<file path="src/rtl/pft_pkg.sv">
package pft_pkg;
  localparam int NSTG   = 2;
  localparam int SW_W   = 16;
  localparam int SZ_W   = 2;
  localparam int FC_W   = 3;
  localparam int STG_B  = 0;
  localparam int STG_C  = 1;
  localparam int SEL_W  = (NSTG > 1) ? $clog2(NSTG) : 1;
  localparam logic [FC_W-1:0] FC_UPROG = 3'b010;
  localparam logic [FC_W-1:0] FC_SPROG = 3'b110;

  typedef struct packed {
    logic            fault;
    logic            rmw;
    logic            rd;
    logic [SZ_W-1:0] size;
    logic [FC_W-1:0] fc;
  } dcyc_t;

  function automatic logic [SW_W-1:0] pack_word(
    input logic [NSTG-1:0] flt,
    input logic [NSTG-1:0] rr,
    input dcyc_t           d
  );
    return {flt[STG_C], flt[STG_B], rr[STG_C], rr[STG_B], 3'b000,
            d.fault, d.rmw, d.rd, d.size, 1'b0, d.fc};
  endfunction
endpackage

</file>
<file path="src/rtl/pft_stage.sv">
module pft_stage (
  input  logic clk,
  input  logic rst_n,
  input  logic fill_ok,
  input  logic fill_err,
  input  logic use_hit,
  input  logic restore,
  input  logic rs_rr,
  input  logic rs_flt,
  input  logic grant,
  output logic flt,
  output logic rr,
  output logic want
);
  logic inv_q, rr_q, flt_q, arm_q, want_q;
  logic inv_d, rr_d, flt_d, arm_d, want_d;
  logic upd_en;

  assign upd_en = restore | fill_ok | fill_err | use_hit | grant;

  always_comb begin
    inv_d  = inv_q;
    rr_d   = rr_q;
    flt_d  = flt_q;
    arm_d  = arm_q;
    want_d = want_q;
    if (restore) begin
      rr_d   = rs_rr;
      flt_d  = rs_rr & rs_flt;
      inv_d  = rs_rr;
      arm_d  = rs_rr & ~rs_flt;
      want_d = rs_rr & rs_flt;
    end else if (fill_ok) begin
      inv_d  = 1'b0;
      rr_d   = 1'b0;
      flt_d  = 1'b0;
      arm_d  = 1'b0;
      want_d = 1'b0;
    end else begin
      if (fill_err) begin
        inv_d = 1'b1;
        rr_d  = 1'b1;
      end
      if (grant) want_d = 1'b0;
      if (use_hit && inv_q) begin
        flt_d = 1'b1;
        rr_d  = 1'b1;
        if (arm_q) begin
          want_d = 1'b1;
          arm_d  = 1'b0;
        end
      end
    end
  end

  always_ff @(posedge clk or negedge rst_n) begin
    if (!rst_n) begin
      inv_q  <= 1'b0;
      rr_q   <= 1'b0;
      flt_q  <= 1'b0;
      arm_q  <= 1'b0;
      want_q <= 1'b0;
    end else if (upd_en) begin
      inv_q  <= inv_d;
      rr_q   <= rr_d;
      flt_q  <= flt_d;
      arm_q  <= arm_d;
      want_q <= want_d;
    end
  end

  assign flt  = flt_q;
  assign rr   = rr_q;
  assign want = want_q;
endmodule

</file>
<file path="src/rtl/pft_arb.sv">
module pft_arb #(
  parameter int N     = 2,
  parameter int SEL_W = (N > 1) ? $clog2(N) : 1
) (
  input  logic             clk,
  input  logic             rst_n,
  input  logic [N-1:0]     want,
  input  logic             ready,
  output logic             valid,
  output logic [SEL_W-1:0] sel,
  output logic [N-1:0]     grant
);
  logic             busy_q, busy_d;
  logic [SEL_W-1:0] sel_q, sel_d;
  logic [N-1:0]     avail;
  logic             load_en;

  for (genvar gi = 0; gi < N; gi++) begin : g_grant
    assign grant[gi] = busy_q & ready & (sel_q == SEL_W'(gi));
  end

  assign avail   = want & ~grant;
  assign load_en = ~busy_q | ready;

  always_comb begin
    busy_d = |avail;
    sel_d  = sel_q;
    for (int i = 0; i < N; i++) begin
      if (avail[i]) sel_d = SEL_W'(i);
    end
  end

  always_ff @(posedge clk or negedge rst_n) begin
    if (!rst_n) begin
      busy_q <= 1'b0;
      sel_q  <= '0;
    end else if (load_en) begin
      busy_q <= busy_d;
      sel_q  <= sel_d;
    end
  end

  assign valid = busy_q;
  assign sel   = sel_q;
endmodule

</file>
<file path="src/rtl/pft_word.sv">
module pft_word
  import pft_pkg::*;
(
  input  logic            clk,
  input  logic            rst_n,
  input  logic            dc_valid,
  input  dcyc_t           dc_in,
  input  logic            cap,
  input  logic [NSTG-1:0] flt_v,
  input  logic [NSTG-1:0] rr_v,
  output logic [SW_W-1:0] sw
);
  dcyc_t           dc_q;
  logic [SW_W-1:0] sw_q, sw_d;

  assign sw_d = pack_word(flt_v, rr_v, dc_q);

  always_ff @(posedge clk or negedge rst_n) begin
    if (!rst_n)        dc_q <= '0;
    else if (dc_valid) dc_q <= dc_in;
  end

  always_ff @(posedge clk or negedge rst_n) begin
    if (!rst_n)   sw_q <= '0;
    else if (cap) sw_q <= sw_d;
  end

  assign sw = sw_q;
endmodule

</file>
<file path="src/rtl/pf_fault_tracker.sv">
module pf_fault_tracker
  import pft_pkg::*;
(
  input  logic            clk,
  input  logic            rst_n,
  input  logic            pf_done,
  input  logic            pf_err,
  input  logic            pf_stage,
  input  logic            use_req,
  input  logic            use_stage,
  input  logic            dc_valid,
  input  logic            dc_fault,
  input  logic            dc_rmw,
  input  logic            dc_read,
  input  logic [SZ_W-1:0] dc_size,
  input  logic [FC_W-1:0] dc_fc,
  input  logic            cap_strobe,
  output logic [SW_W-1:0] sw_out,
  input  logic            rs_valid,
  input  logic [3:0]      rs_flags,
  input  logic            rs_super,
  output logic            rr_valid,
  input  logic            rr_ready,
  output logic            rr_stage,
  output logic [FC_W-1:0] rr_fc
);
  logic            rst_s1_q, rst_s2_q;
  logic            priv_q;
  logic [NSTG-1:0] flt_v, rr_v, want_v, grant_v;
  logic [SEL_W-1:0] sel;
  dcyc_t           dc_in;

  always_ff @(posedge clk or negedge rst_n) begin
    if (!rst_n) begin
      rst_s1_q <= 1'b0;
      rst_s2_q <= 1'b0;
    end else begin
      rst_s1_q <= 1'b1;
      rst_s2_q <= rst_s1_q;
    end
  end

  always_ff @(posedge clk or negedge rst_s2_q) begin
    if (!rst_s2_q)     priv_q <= 1'b0;
    else if (rs_valid) priv_q <= rs_super;
  end

  for (genvar gs = 0; gs < NSTG; gs++) begin : g_stage
    logic hit_pf, hit_use;
    assign hit_pf  = pf_done & (pf_stage == 1'(gs));
    assign hit_use = use_req & (use_stage == 1'(gs));
    pft_stage u_stage (
      .clk      (clk),
      .rst_n    (rst_s2_q),
      .fill_ok  (hit_pf & ~pf_err),
      .fill_err (hit_pf & pf_err),
      .use_hit  (hit_use),
      .restore  (rs_valid),
      .rs_rr    (rs_flags[gs]),
      .rs_flt   (rs_flags[gs+2]),
      .grant    (grant_v[gs]),
      .flt      (flt_v[gs]),
      .rr       (rr_v[gs]),
      .want     (want_v[gs])
    );
  end

  pft_arb #(.N(NSTG), .SEL_W(SEL_W)) u_arb (
    .clk   (clk),
    .rst_n (rst_s2_q),
    .want  (want_v),
    .ready (rr_ready),
    .valid (rr_valid),
    .sel   (sel),
    .grant (grant_v)
  );

  assign dc_in = '{fault: dc_fault, rmw: dc_rmw, rd: dc_read, size: dc_size, fc: dc_fc};

  pft_word u_word (
    .clk      (clk),
    .rst_n    (rst_s2_q),
    .dc_valid (dc_valid),
    .dc_in    (dc_in),
    .cap      (cap_strobe),
    .flt_v    (flt_v),
    .rr_v     (rr_v),
    .sw       (sw_out)
  );

  assign rr_stage = sel[0];
  assign rr_fc    = priv_q ? FC_SPROG : FC_UPROG;
endmodule

</file>
<file path="config.mk">
export PLATFORM = sky130hd
export DESIGN_NAME = pf_fault_tracker
export DESIGN_NICKNAME = d
export VERILOG_FILES = /design/src/rtl/pft_pkg.sv /design/src/rtl/pft_stage.sv /design/src/rtl/pft_arb.sv /design/src/rtl/pft_word.sv /design/src/rtl/pf_fault_tracker.sv
export SDC_FILE = /design/constraint.sdc
export NUM_CORES = 1
export LEC_CHECK = 0
export ABC_CLOCK_PERIOD_IN_PS = 1100
export BUFFER_PORTS_ARGS = -buffer_cell sky130_fd_sc_hd__buf_2
export CORE_ASPECT_RATIO = 0.5
export CORE_MARGIN = 1
export CORE_UTILIZATION = 47
export CTS_BUF_LIST = sky130_fd_sc_hd__clkbuf_2
export CTS_CLUSTER_DIAMETER = 100
export CTS_CLUSTER_SIZE = 14
export DETAILED_ROUTE_END_ITERATION = 10
export HOLD_SLACK_MARGIN = 0.1
export MAX_ROUTING_LAYER = met4
export PLACE_DENSITY = 0.78
export REMOVE_ABC_BUFFERS = 1
export SLEW_MARGIN = 20
export SYNTH_ARGS = -nofsm -noshare
export SYNTH_HDL_FRONTEND = slang
export SYNTH_SLANG_ARGS = --single-unit
</file>
<file path="constraint.sdc">
create_clock -name clk -period 1.1 [get_ports clk]
set_clock_uncertainty 0.1 [all_clocks]
set_input_delay 0.055 -clock clk [delete_from_list [all_inputs] [get_ports clk]]
set_output_delay 0.055 -clock clk [all_outputs]
set_load 0.005 [all_outputs]
</file>
Word level (Yosys, flattened, before mapping)
Index checks and enable logic that the tools add are counted.
{ "word_totals": {"output_inout_bits": 21, "register_bits": 35, "elab_cells": 108, "input_bits": 24} }
{ "classes": {"n_reduce_logical": 17, "muxes": 37, "bitwise_logic": 33} }
{ "ops": {"columns": ["cell", "n"], "rows": [
  ["$mux W1", 36],
  ["$and A1 B1 Y1", 15],
  ["$reduce_and A2 Y1", 7],
  ["$reduce_bool A3 Y1", 4],
  ["$or A1 B1 Y1", 9],
  ["$reduce_bool A4 Y1", 2],
  ["$not A1 Y1", 7],
  ["$mux W3", 1],
  ["$and A2 B2 Y2", 1],
  ["$logic_and A1 B1 Y1", 2],
  ["$not A2 Y2", 1],
  ["$reduce_bool A2 Y1", 1],
  ["$reduce_or A2 Y1", 1]
]} }

Longest topological paths before layout
Gate-level depths: netlist of run 1.
{ "logic_depth": {"ltp_word": 8, "depth_mapped": 3, "ltp_nobuf": 3} }

By module
Synthesis of run 1 repeated with hierarchy kept, for this count alone.
{ "unflattened": {"cells_unflattened": 114, "hier_area_um2": 1525.2} }
{ "by_module_without_submodules": {"columns": ["module", "seq_area_each_um2", "n_inst", "cells_each", "area_each_um2"], "rows": [
  ["pft_word", 500.5, 1, 47, 819.5],
  ["pft_stage", 125.1, 2, 20, 214.0],
  ["pf_fault_tracker", 75.1, 1, 15, 163.9],
  ["pft_arb", 50.0, 1, 12, 113.9]
]} }

Least setup slack after synthesis of run 1
OpenSTA, ideal clock, no wires.
{ "synth_timing": {"path_type": "register to register", "from": "reg g_stage[0].u_stage.inv_q", "to": "reg g_stage[0].u_stage.want_q", "arrival_time_ns": 0.817, "setup_ns": 0.128, "t_required_ns": 0.872, "stages_incl_launch_ff": 4, "n_path_buf": 0, "slack_ns": 0.055, "synth_period_minus_slack_ns": 1.045, "cell_sequence": "dfrtp_1 -> and3b_2 -> a22oi_1 -> o21ai_0"} }
{ "synth_between": {"elab_chain_cells": 4} }
{ "synth_lines": {"columns": ["item", "line_no", "text"], "rows": [
  ["from (decl)", "pft_stage.sv:15", "logic inv_q, rr_q, flt_q, arm_q, want_q;"],
  ["from (signal assigned)", "pft_stage.sv:64", "inv_q <= inv_d;"],
  ["$logic_and A1 B1 Y1", "pft_stage.sv:45", "if (use_hit && inv_q) begin"],
  ["$mux W1", "pft_stage.sv:45", null],
  ["$mux W1", "pft_stage.sv:33", "end else if (fill_ok) begin"],
  ["$mux W1", "pft_stage.sv:27", "if (restore) begin"],
  ["to (signal assigned)", "pft_stage.sv:68", "want_q <= want_d;"],
  ["to (decl)", "pft_stage.sv:15", null]
]} }
Every way passes these cells.
A chain may end at the register's enable or synchronous reset.

Final worst setup path of run 1
{ "layout_timing": {"from": "reg u_arb.busy_q, in the netlist u_arb.valid", "to": "out rr_valid"} }
{ "layout_rtl": {"columns": ["item", "line_no", "text"], "rows": [
  ["from (decl)", "pft_arb.sv:13", "logic busy_q, busy_d;"],
  ["from (signal assigned)", "pft_arb.sv:38", "busy_q <= busy_d;"],
  ["to (decl)", "pf_fault_tracker.sv:22", "output logic rr_valid,"]
]} }
No word-level cell between the ends.

==> results of run 1 <==
placed cells by master, fill, tap and decap left out, types with 2 or more instances in the layout:
cell / n
buf_2: 37
dfrtp_1: 34
dlygate4sd3_1: 24
mux2_2: 21
conb_1: 7
o21ai_1: 6
clkbuf_2: 6
inv_1: 5
buf_4: 5
o21ai_0: 4
nand2_1: 3
nand3_1: 3
mux2i_1: 3
o21bai_4: 2
o32ai_2: 2
nor2_1: 2
per-layer routing:
metal / routed length (µm) / vias up / GRT usage
met5: 0 / - / -
met1: 1290 / 519 / 0.240
li1: - / 507 / -
met4: 54 / 0 / 0.104
met3: 162 / 5 / 0.0549
met2: 1600 / 40 / 0.368
state kept, by name (all words and copies together) (netlist names):
| name | cells |
|---|---|
| u_word.sw | 12 |
| u_word.dc_q | 8 |
| g_stage.u_stage.arm_q | 2 |
| g_stage.u_stage.flt | 2 |
| g_stage.u_stage.inv_q | 2 |
| g_stage.u_stage.rr | 2 |
| g_stage.u_stage.want | 2 |
| priv_q | 1 |
| rst_s1_q | 1 |
| rst_s2_q | 1 |
| u_arb.sel | 1 |
| u_arb.valid | 1 |
worst max path at each step:
stage	startpoint	to	slack, ns	depth (start not counted)
detailed placement	g_stage[0].u_stage.inv_q$_DFFE_PN0P_	g_stage[0].u_stage.want$_DFFE_PN0P_	-0.02	3
CTS	u_arb.valid$_DFFE_PN0N_	rr_valid	-0.04	1
global placement	g_stage[0].u_stage.inv_q$_DFFE_PN0P_	g_stage[0].u_stage.want$_DFFE_PN0P_	0.04	3
global route	u_arb.valid$_DFFE_PN0N_	rr_valid	-0.07	1
floorplan	rst_s2_q$_DFF_PN0_	g_stage[0].u_stage.arm_q$_DFFE_PN0P_	-0.05	0
finish	u_arb.valid$_DFFE_PN0N_	rr_valid	-0.02	1
through the flow:
step,std cells,area (µm²),hold slack [ns]
floorplan,105,1430,-0.341
global placement,181,1690,-0.260
detailed placement,181,1690,-0.254
CTS,216,2010,0.139
global route,216,2020,0.156
finish,216,2020,0.122
where the power goes:
part	total [mW]	internal, mW	switching (mW)
clock	0.555	0.144	0.412
combinational	0.757	0.463	0.294
sequential	1.59	1.46	0.123
total	2.90	2.07	0.829
cell families after synthesis:
logic type,synth area share
compound gates,0.101
other cells,0.00505
simple gates,0.0622
flops,0.589
buf+inv,0.0639
mux,0.179
repair_timing:
| action | 4_1_cts | 5_1_grt |
|---|---|---|
| setup buffers | 5 | 0 |
| endpoints found under the setup margin | 5 | 18 |
| pin swaps | 1 | 2 |
| resized for setup | 4 | 6 |
| hold endpoints to repair | 35 | 0 |
| hold buffers | 24 | 0 |
layout make-up:
cell class,instances,area share
clock buffer,6,0.0149
inverter,5,0.00928
multi-input combinational,65,0.275
sequential,35,0.434
tap,37,0.0229
timing repair buffer,68,0.244
==> metrics, run 1 <==
initial antenna violation count=0; Iter 0 DRT Violations=68; Reg clk slew, reported paths=0.17 ns; final wirelength=3.11 mm; failing checks=setup timing; die height=41.8 µm; Total GRT Usage=0.218; register area share after synthesis=0.589; DRC viols=0; global placement routability congestion=0.828; clock latency on the worst-skew pair=0.36 ns; clock buffer depth=2; Post-synth EDFFs=0; Worst EP arrival=0.96 ns; register-to-register setup slack=-0.01 ns; kind of cell adding the most delay to the critical path=flip-flops; Avg WL per Cell=14.4 µm; yosys warns=0; GR Overflow Total=0; FF+latch area=877 µm²; Main synth FF type=dfrtp_1; reg2reg start=g_stage[1].u_stage.inv_q$_DFFE_PN0P_; ANT cells=0; CTS buffer count=5; first-pass GRT wire length=5.02 mm; PwrDens=1430 mW/mm²; leak pwr=0.959 nW; I/O pin total=45; Final #Nets=204; Crit path required time=0.94 ns; Core ar.=0.00280 mm²; setup violators final=6; worst-path fanout max=4; top cell type's share of synthesized area=0.589; Worst Setup Start Kind=flip-flop; worst setup margin=-0.0185 ns; Mapped Avg Cell Area=13.5 µm²; Die Wd=81.6 µm; Placement Rows=13; Cells after Synth=110; Slew Limit Fails=0; die area=0.00341 mm²; FMAX=894 MHz; CTS sink cnt=35; Post-DRT Antenna Nets=0; Synth Cell Area=0.00149 mm²; via count=1071; Distinct cells, synth=25; multi-input logic area=556 µm²; FF-to-FF path depth=3; Setup TNS=-0.0521 ns; Pwr Total=2.90 mW; Buf/Inv on CP=1; post-route clock period utilization=1.02; critical path cell sequence=buf_6; status=finished with violations; Hold Path Class=flip-flop to asynchronous set/reset pin; synth cell count leaders=dfrtp_1 (35), mux2_2 (21), buf_4 (8), o21ai_0 (8), inv_1 (5); most numerous cell in the Yosys netlist=dfrtp_1; fin util=0.723; H-tree Lvls=2; VDD IR-drop max=1.13 mV; largest net degree at the start of global routing=34; asr flop ratio synth=1.00; Area Growth Syn to Fin=35.9%; Worst R2R End=g_stage[1].u_stage.want$_DFFE_PN0P_; MaxCap Viol Count=0; synth top area cells=dfrtp_1 (59%), mux2_2 (16%), buf_4 (4.0%); critical path endpoint category=primary output; slowest CP cell=dfrtp_2; critical path type=flip-flop to primary output; IO Port Bufs=38; CTS tree=done; starting density of the core=0.532; Synth Register Bits=35; Setup WS pre-CTS=-0.0208 ns; Fillers=203; root buf cell=clkbuf_2; share of layout cells above drive strength 1=0.464; Fin. Hold Viols=0; HPWL Detailed=1.88 mm; Pre-antenna DRT Iters=4; vias in the first global route=1098; crit-path max cell delay=0.47 ns; vias per std cell=4.96; Period minus WS final=1.12 ns; RSZ-0062 raised after global routing=yes; leading area contributor after synthesis=dfrtp_1
Note: power is estimated with default switching activity, not from simulation.
==> run 2: changes to the inputs <==
- BUFFER_PORTS_ARGS: -buffer_cell sky130_fd_sc_hd__buf_2 -> not set
- CORE_UTILIZATION: 47 -> 54
- CTS_BUF_LIST: sky130_fd_sc_hd__clkbuf_2 -> not set
- DONT_BUFFER_PORTS: not set -> 1
- PLACE_DENSITY: 0.78 -> 0.73
==> metrics, run 2 (synthesis gave the netlist of run 1 again) <==
PwrDens=1610 mW/mm² (+12%); first-pass GRT wire length=4.12 mm (-18%); final instance area=0.00184 mm² (-8.9%); HPWL Detailed=1.61 mm (-14%); most frequent cells in the layout=dfrtp_1 (33), mux2_2 (21), dlygate4sd3_1 (21); sw frac=0.255 (-0.0311); share of layout cells above drive strength 1=0.309 (-0.155); die area=0.00298 mm² (-13%); I/O pin total=45 (unchanged); H-tree Lvls=2 (unchanged); FF+latch area=878 µm² (+0.14%); Post-DRT Antenna Nets=0 (unchanged); logic gate share of total power=0.169 (-0.092); Worst Setup Start Kind=flip-flop; Iter 0 DRT Violations=26 (-62%); DRC viols=0 (unchanged); MaxCap Viol Count=0 (unchanged); CTS sink cnt=35 (unchanged); ANT cells=0 (unchanged); Worst EP arrival=1.18 ns (+0.22 ns); post-route clock period utilization=1.02 (+0.00142); Core ar.=0.00260 mm² (-7.0%); vias in the first global route=863 (-21%); Final #Nets=161 (-21%); Clock power frac=0.281 (+0.089); global placement routability congestion=0.692 (-16%); worst setup margin=-0.0201 ns (-0.00156 ns); Total GRT Usage=0.204 (-0.0136); hold_buf cts=22 (-8.3%); CTS buffer count=5 (unchanged); Placed Area=0.00150 mm² (-11%); die height=39.1 µm (-6.4%); Fillers=182 (-10%); Fin. Hold Viols=20 (+20); Pwr Total=2.97 mW (+2.3%); Hold Path Class=input port to flip-flop; commonest non-fill, non-tap cell in the layout=dfrtp_1; vias per std cell=5.29 (+6.7%); Reg clk slew, reported paths=0.07 ns (-0.10 ns); Crit path required time=1.16 ns (+0.22 ns); setup violators final=2 (-4); Die Wd=76.2 µm (-6.5%); root buf cell=clkbuf_8; Area Growth Syn to Fin=23.8%; crit-path max cell delay=0.43 ns (-0.04 ns); IO Port Bufs=0 (-100%); status=finished with violations; RSZ-0062 raised after global routing=yes; Pint=2.21 mW (+6.8%); VDD IR-drop max=1.09 mV (-3.4%); Avg WL per Cell=15.5 µm (+7.5%); number of flip-flops in the largest register=12 (unchanged); critical path type=flip-flop to flip-flop; final wirelength=2.68 mm (-14%); worst-path fanout max=5 (+1); critical path endpoint category=flip-flop; Period minus WS final=1.12 ns (+0.00156 ns); slowest CP cell=dfrtp_2; largest net degree at the start of global routing=34 (unchanged); CTS tree=done; critical path cell sequence=nand3b_1, a22oi_2, o21ai_1; Seq pwr share=0.549 (+0.002); via count=915 (-15%); starting density of the core=0.572 (+0.0399); clock latency on the worst-skew pair=0.28 ns (-0.08 ns); initial antenna violation count=0 (unchanged); Switching Power=0.756 mW (-8.8%); Slew Limit Fails=0 (unchanged); FMAX=893 MHz (-0.14%); failing checks=hold timing, setup timing; multi-input logic area=561 µm² (+0.90%); Pre-antenna DRT Iters=4 (unchanged); Placement Rows=13 (unchanged); clock buffer depth=2 (unchanged); GR Overflow Total=0 (unchanged); leak pwr=0.809 nW (-16%); hold_ws=-0.169 ns (-0.291 ns)
-- run 2: path summary, 6_finish.rpt --
check / startpoint / to / slack [ns] / cells past startpoint
min in group asynchronous: rst_s2_q$_DFF_PN0_ / u_word.sw[15]$_DFFE_PN0P_ / 0.12 / 1
max: u_arb.sel$_DFFE_PN0P_ / g_stage[0].u_stage.want$_DFFE_PN0P_ / -0.02 / 3
min: cap_strobe / u_word.sw[15]$_DFFE_PN0P_ / -0.17 / 1
max in group asynchronous: rst_n / rst_s1_q$_DFF_PN0_ / 0.33 / 2
min reg2reg: rst_s2_q$_DFF_PN0_ / u_word.sw[15]$_DFFE_PN0P_ / 0.12 / 1
max reg2reg: u_arb.sel$_DFFE_PN0P_ / g_stage[0].u_stage.want$_DFFE_PN0P_ / -0.02 / 3
-- run 2: final cells by class --
class                   instances  area share
flip-flops and latches         35       0.477
well taps                      37      0.0251
clock buffers                   6      0.0394
inverters                       5      0.0102
repair buffers                 25       0.144
multi-input cells              65       0.304
-- run 2: stage by stage --
step	TNS (ns)	instances	setup WS, ns	utilization
after detailed placement	0	144	0.0134	0.578
after global placement	0	144	0.0297	0.578
after global routing	-0.154	173	-0.0506	0.708
after CTS	0	172	0.00184	0.690
final	-0.0375	173	-0.0201	0.708
after floorplan	-1.51	105	-0.0457	-
-- run 2: worst max-delay path, delay by kind of cell, from the launching register on --
family | cells | cell delay [ns]
AND/OR/NAND/NOR | 1 | 0.21
AO/OA/AOI/OAI | 2 | 0.27
flip-flops | 1 | 0.43
-- run 2: what timing repair did --
| action | in CTS | in global routing |
|---|---|---|
| hold endpoints to repair | 35 | 20 |
| endpoints found under the setup margin | 0 | 10 |
| gates resized for setup | 0 | 13 |
| buffers inserted | 0 | 1 |
-- run 2: metal layers --
layer,global-route usage,vias to the layer above,share of wire
li1,-,423,-
met5,-,-,0
met3,0.0706,4,0.058
met1,0.228,451,0.42
met4,0.115,0,0.014
met2,0.338,37,0.51
-- run 2: power by group through the flow --
stage / clock (mW) / sequential (mW) / combinational, mW
finish: 0.834 / 1.63 / 0.503
global route: 0.904 / 1.66 / 0.555
CTS: 0.851 / 1.62 / 0.420
detailed placement: 0 / 1.64 / 0.344
global placement: 0 / 1.64 / 0.333
floorplan: 0 / 1.62 / 0.254
==> run 3: changes to the inputs <==
- BUFFER_PORTS_ARGS: not set -> -buffer_cell sky130_fd_sc_hd__buf_2
- CORE_UTILIZATION: 54 -> 45
- DONT_BUFFER_PORTS: 1 -> not set
- PLACE_DENSITY: 0.73 -> 0.75
- REMOVE_ABC_BUFFERS: 1 -> not set
- SKIP_LAST_GASP: not set -> 1
==> metrics, run 3 (synthesis gave the netlist of run 1 again) <==
post-route clock period utilization=0.975 (-0.0435); MaxCap Viol Count=0 (unchanged); VDD IR-drop max=0.894 mV (-18%); Fin. Hold Viols=2 (-90%); initial antenna violation count=0 (unchanged); min-delay src=rs_valid; Setup WS pre-CTS=0.00651 ns (-0.00689 ns); worst setup margin=0.0278 ns (+0.0479 ns); CTS tree=done; IO Port Bufs=38 (+38); Hold Path Class=input port to flip-flop; Slew Limit Fails=0 (unchanged); number of flip-flops in the largest register=12 (unchanged); CTS sink cnt=35 (unchanged); H-tree Lvls=2 (unchanged); HPWL Detailed=1.79 mm (+11%); DRC viols=0 (unchanged); CTS buffer count=5 (unchanged); Core ar.=0.00307 mm² (+18%); critical path endpoint category=flip-flop; starting density of the core=0.485 (-0.0863); clock latency on the worst-skew pair=0.29 ns (about the same); root buf cell=clkbuf_8; hold_ws=-0.0240 ns (+0.145 ns); final wirelength=2.77 mm (+3.4%); global placement routability congestion=0.766 (+11%); fin util=0.647 (-0.0608); RSZ-0062 raised after global routing=yes; PwrDens=1530 mW/mm² (-4.7%); setup violators final=0 (-2); die area=0.00355 mm² (+19%); share of layout cells above drive strength 1=0.462 (+0.153); Post-DRT Antenna Nets=0 (unchanged); Worst Setup Start Kind=input port; most frequent cells in the layout=buf_2 (37), dfrtp_1 (34), mux2_2 (21); Placement Rows=14 (+1); Hold Path Depth=2 (+1); I/O pin total=45 (unchanged); vias in the first global route=1015 (+18%); Reg clk slew, reported paths=0.07 ns (about the same); reg2reg start=g_stage[0].u_stage.inv_q$_DFFE_PN0P_; Crit path required time=1.17 ns (about the same); placed instance count=184 (+28%); critical path type=input port to flip-flop; Period minus WS final=1.07 ns (-0.0479 ns); status=finished with violations; FMAX=933 MHz (+4.5%); Fillers=231 (+27%); vias per std cell=4.93 (-6.8%); Worst EP arrival=1.14 ns (-0.04 ns); Iter 0 DRT Violations=39 (+50%); first-pass GRT wire length=4.80 mm (+16%); worst-path fanout max=4 (-1); FF-to-FF path depth=3 (unchanged); Pre-antenna DRT Iters=4 (unchanged); Final #Nets=194 (+20%); clock buffer depth=2 (unchanged); die height=42.7 µm (+9.1%); failing checks=hold timing; via count=1040 (+14%); commonest non-fill, non-tap cell in the layout=buf_2; Die Wd=83.3 µm (+9.3%); Non-Filler Instances=211 (+22%); crit path from=use_stage; Avg WL per Cell=13.1 µm (-15%); leak pwr=0.928 nW (+15%); Area Growth Syn to Fin=33.3%; Min-Delay Endpoint=g_stage[0].u_stage.inv_q$_DFFE_PN0P_; Worst R2R End=g_stage[0].u_stage.want$_DFFE_PN0P_; Total GRT Usage=0.186 (-0.0176); register-to-register setup slack=0.03 ns (+0.05 ns); GR Overflow Total=0 (unchanged); largest net degree at the start of global routing=34 (unchanged); ANT cells=0 (unchanged)
run 3: cell types whose count changed in the layout (fill, tap and decap cells not counted), sizes merged:
cell | before | now
dlymetal6s4s | 1 | 0
buf | 3 | 39
clkbuf | 6 | 8
clkinv | 0 | 1
dlygate4sd3 | 21 | 18
run 3: worst max path at each step:
stage,slack [ns],endpoint
after detailed placement,0.007,g_stage[0].u_stage.want$_DFFE_PN0P_
after floorplan,0.06,g_stage[0].u_stage.want$_DFFE_PN0P_
after global placement,0.03,g_stage[0].u_stage.want$_DFFE_PN0P_
final,0.03,g_stage[1].u_stage.rr$_DFFE_PN0P_
after global routing,-0.01,g_stage[0].u_stage.want$_DFFE_PN0P_
after CTS,0.001,g_stage[1].u_stage.want$_DFFE_PN0P_
run 3: cell type report:
cell class | count | area [µm²] | area share
sequential | 35 | 877 | 0.442
multi-input combinational | 65 | 556 | 0.280
timing repair buffer | 58 | 400 | 0.202
clock buffer | 7 | 76.3 | 0.0385
tap | 40 | 50.0 | 0.0252
inverter | 5 | 18.8 | 0.00946
clock inverter | 1 | 5.00 | 0.00252
run 3: what timing repair did:
action	4_1_cts	5_1_grt
pin swaps	1	2
resized for setup	0	8
hold buffers	17	1
endpoints found under the hold margin	23	10
buffers inserted	0	1
endpoints found under the setup margin	1	10
run 3: stage by stage:
step                cell area (µm²)  hold slack [ns]  power, mW  TNS, ns
floorplan                      1510           -0.341       1.91        0
global placement               1690           -0.260       2.09        0
detailed placement             1690           -0.257       2.12        0
CTS                            1940          -0.0273       3.05        0
global route                   1980          -0.0151       3.23  -0.0436
finish                         1980          -0.0240       3.04        0
run 3: per-layer routing:
metal  share of wire  track usage
met1            0.46        0.227
met2            0.47        0.290
met3           0.052       0.0545
met4           0.021       0.0931
met5               0            -
run 3: where the power goes:
part,internal (mW),switching [mW],leakage (nW)
clock,0.444,0.434,0.0422
combinational,0.339,0.228,0.466
sequential,1.46,0.136,0.420
run 3: worst max-delay path, stage by stage:
cell and delay (ns):
buf_2 0.10, dlygate4sd3_1 0.56, and3_4 0.18, nor3b_1 0.18, o21ai_1 0.08
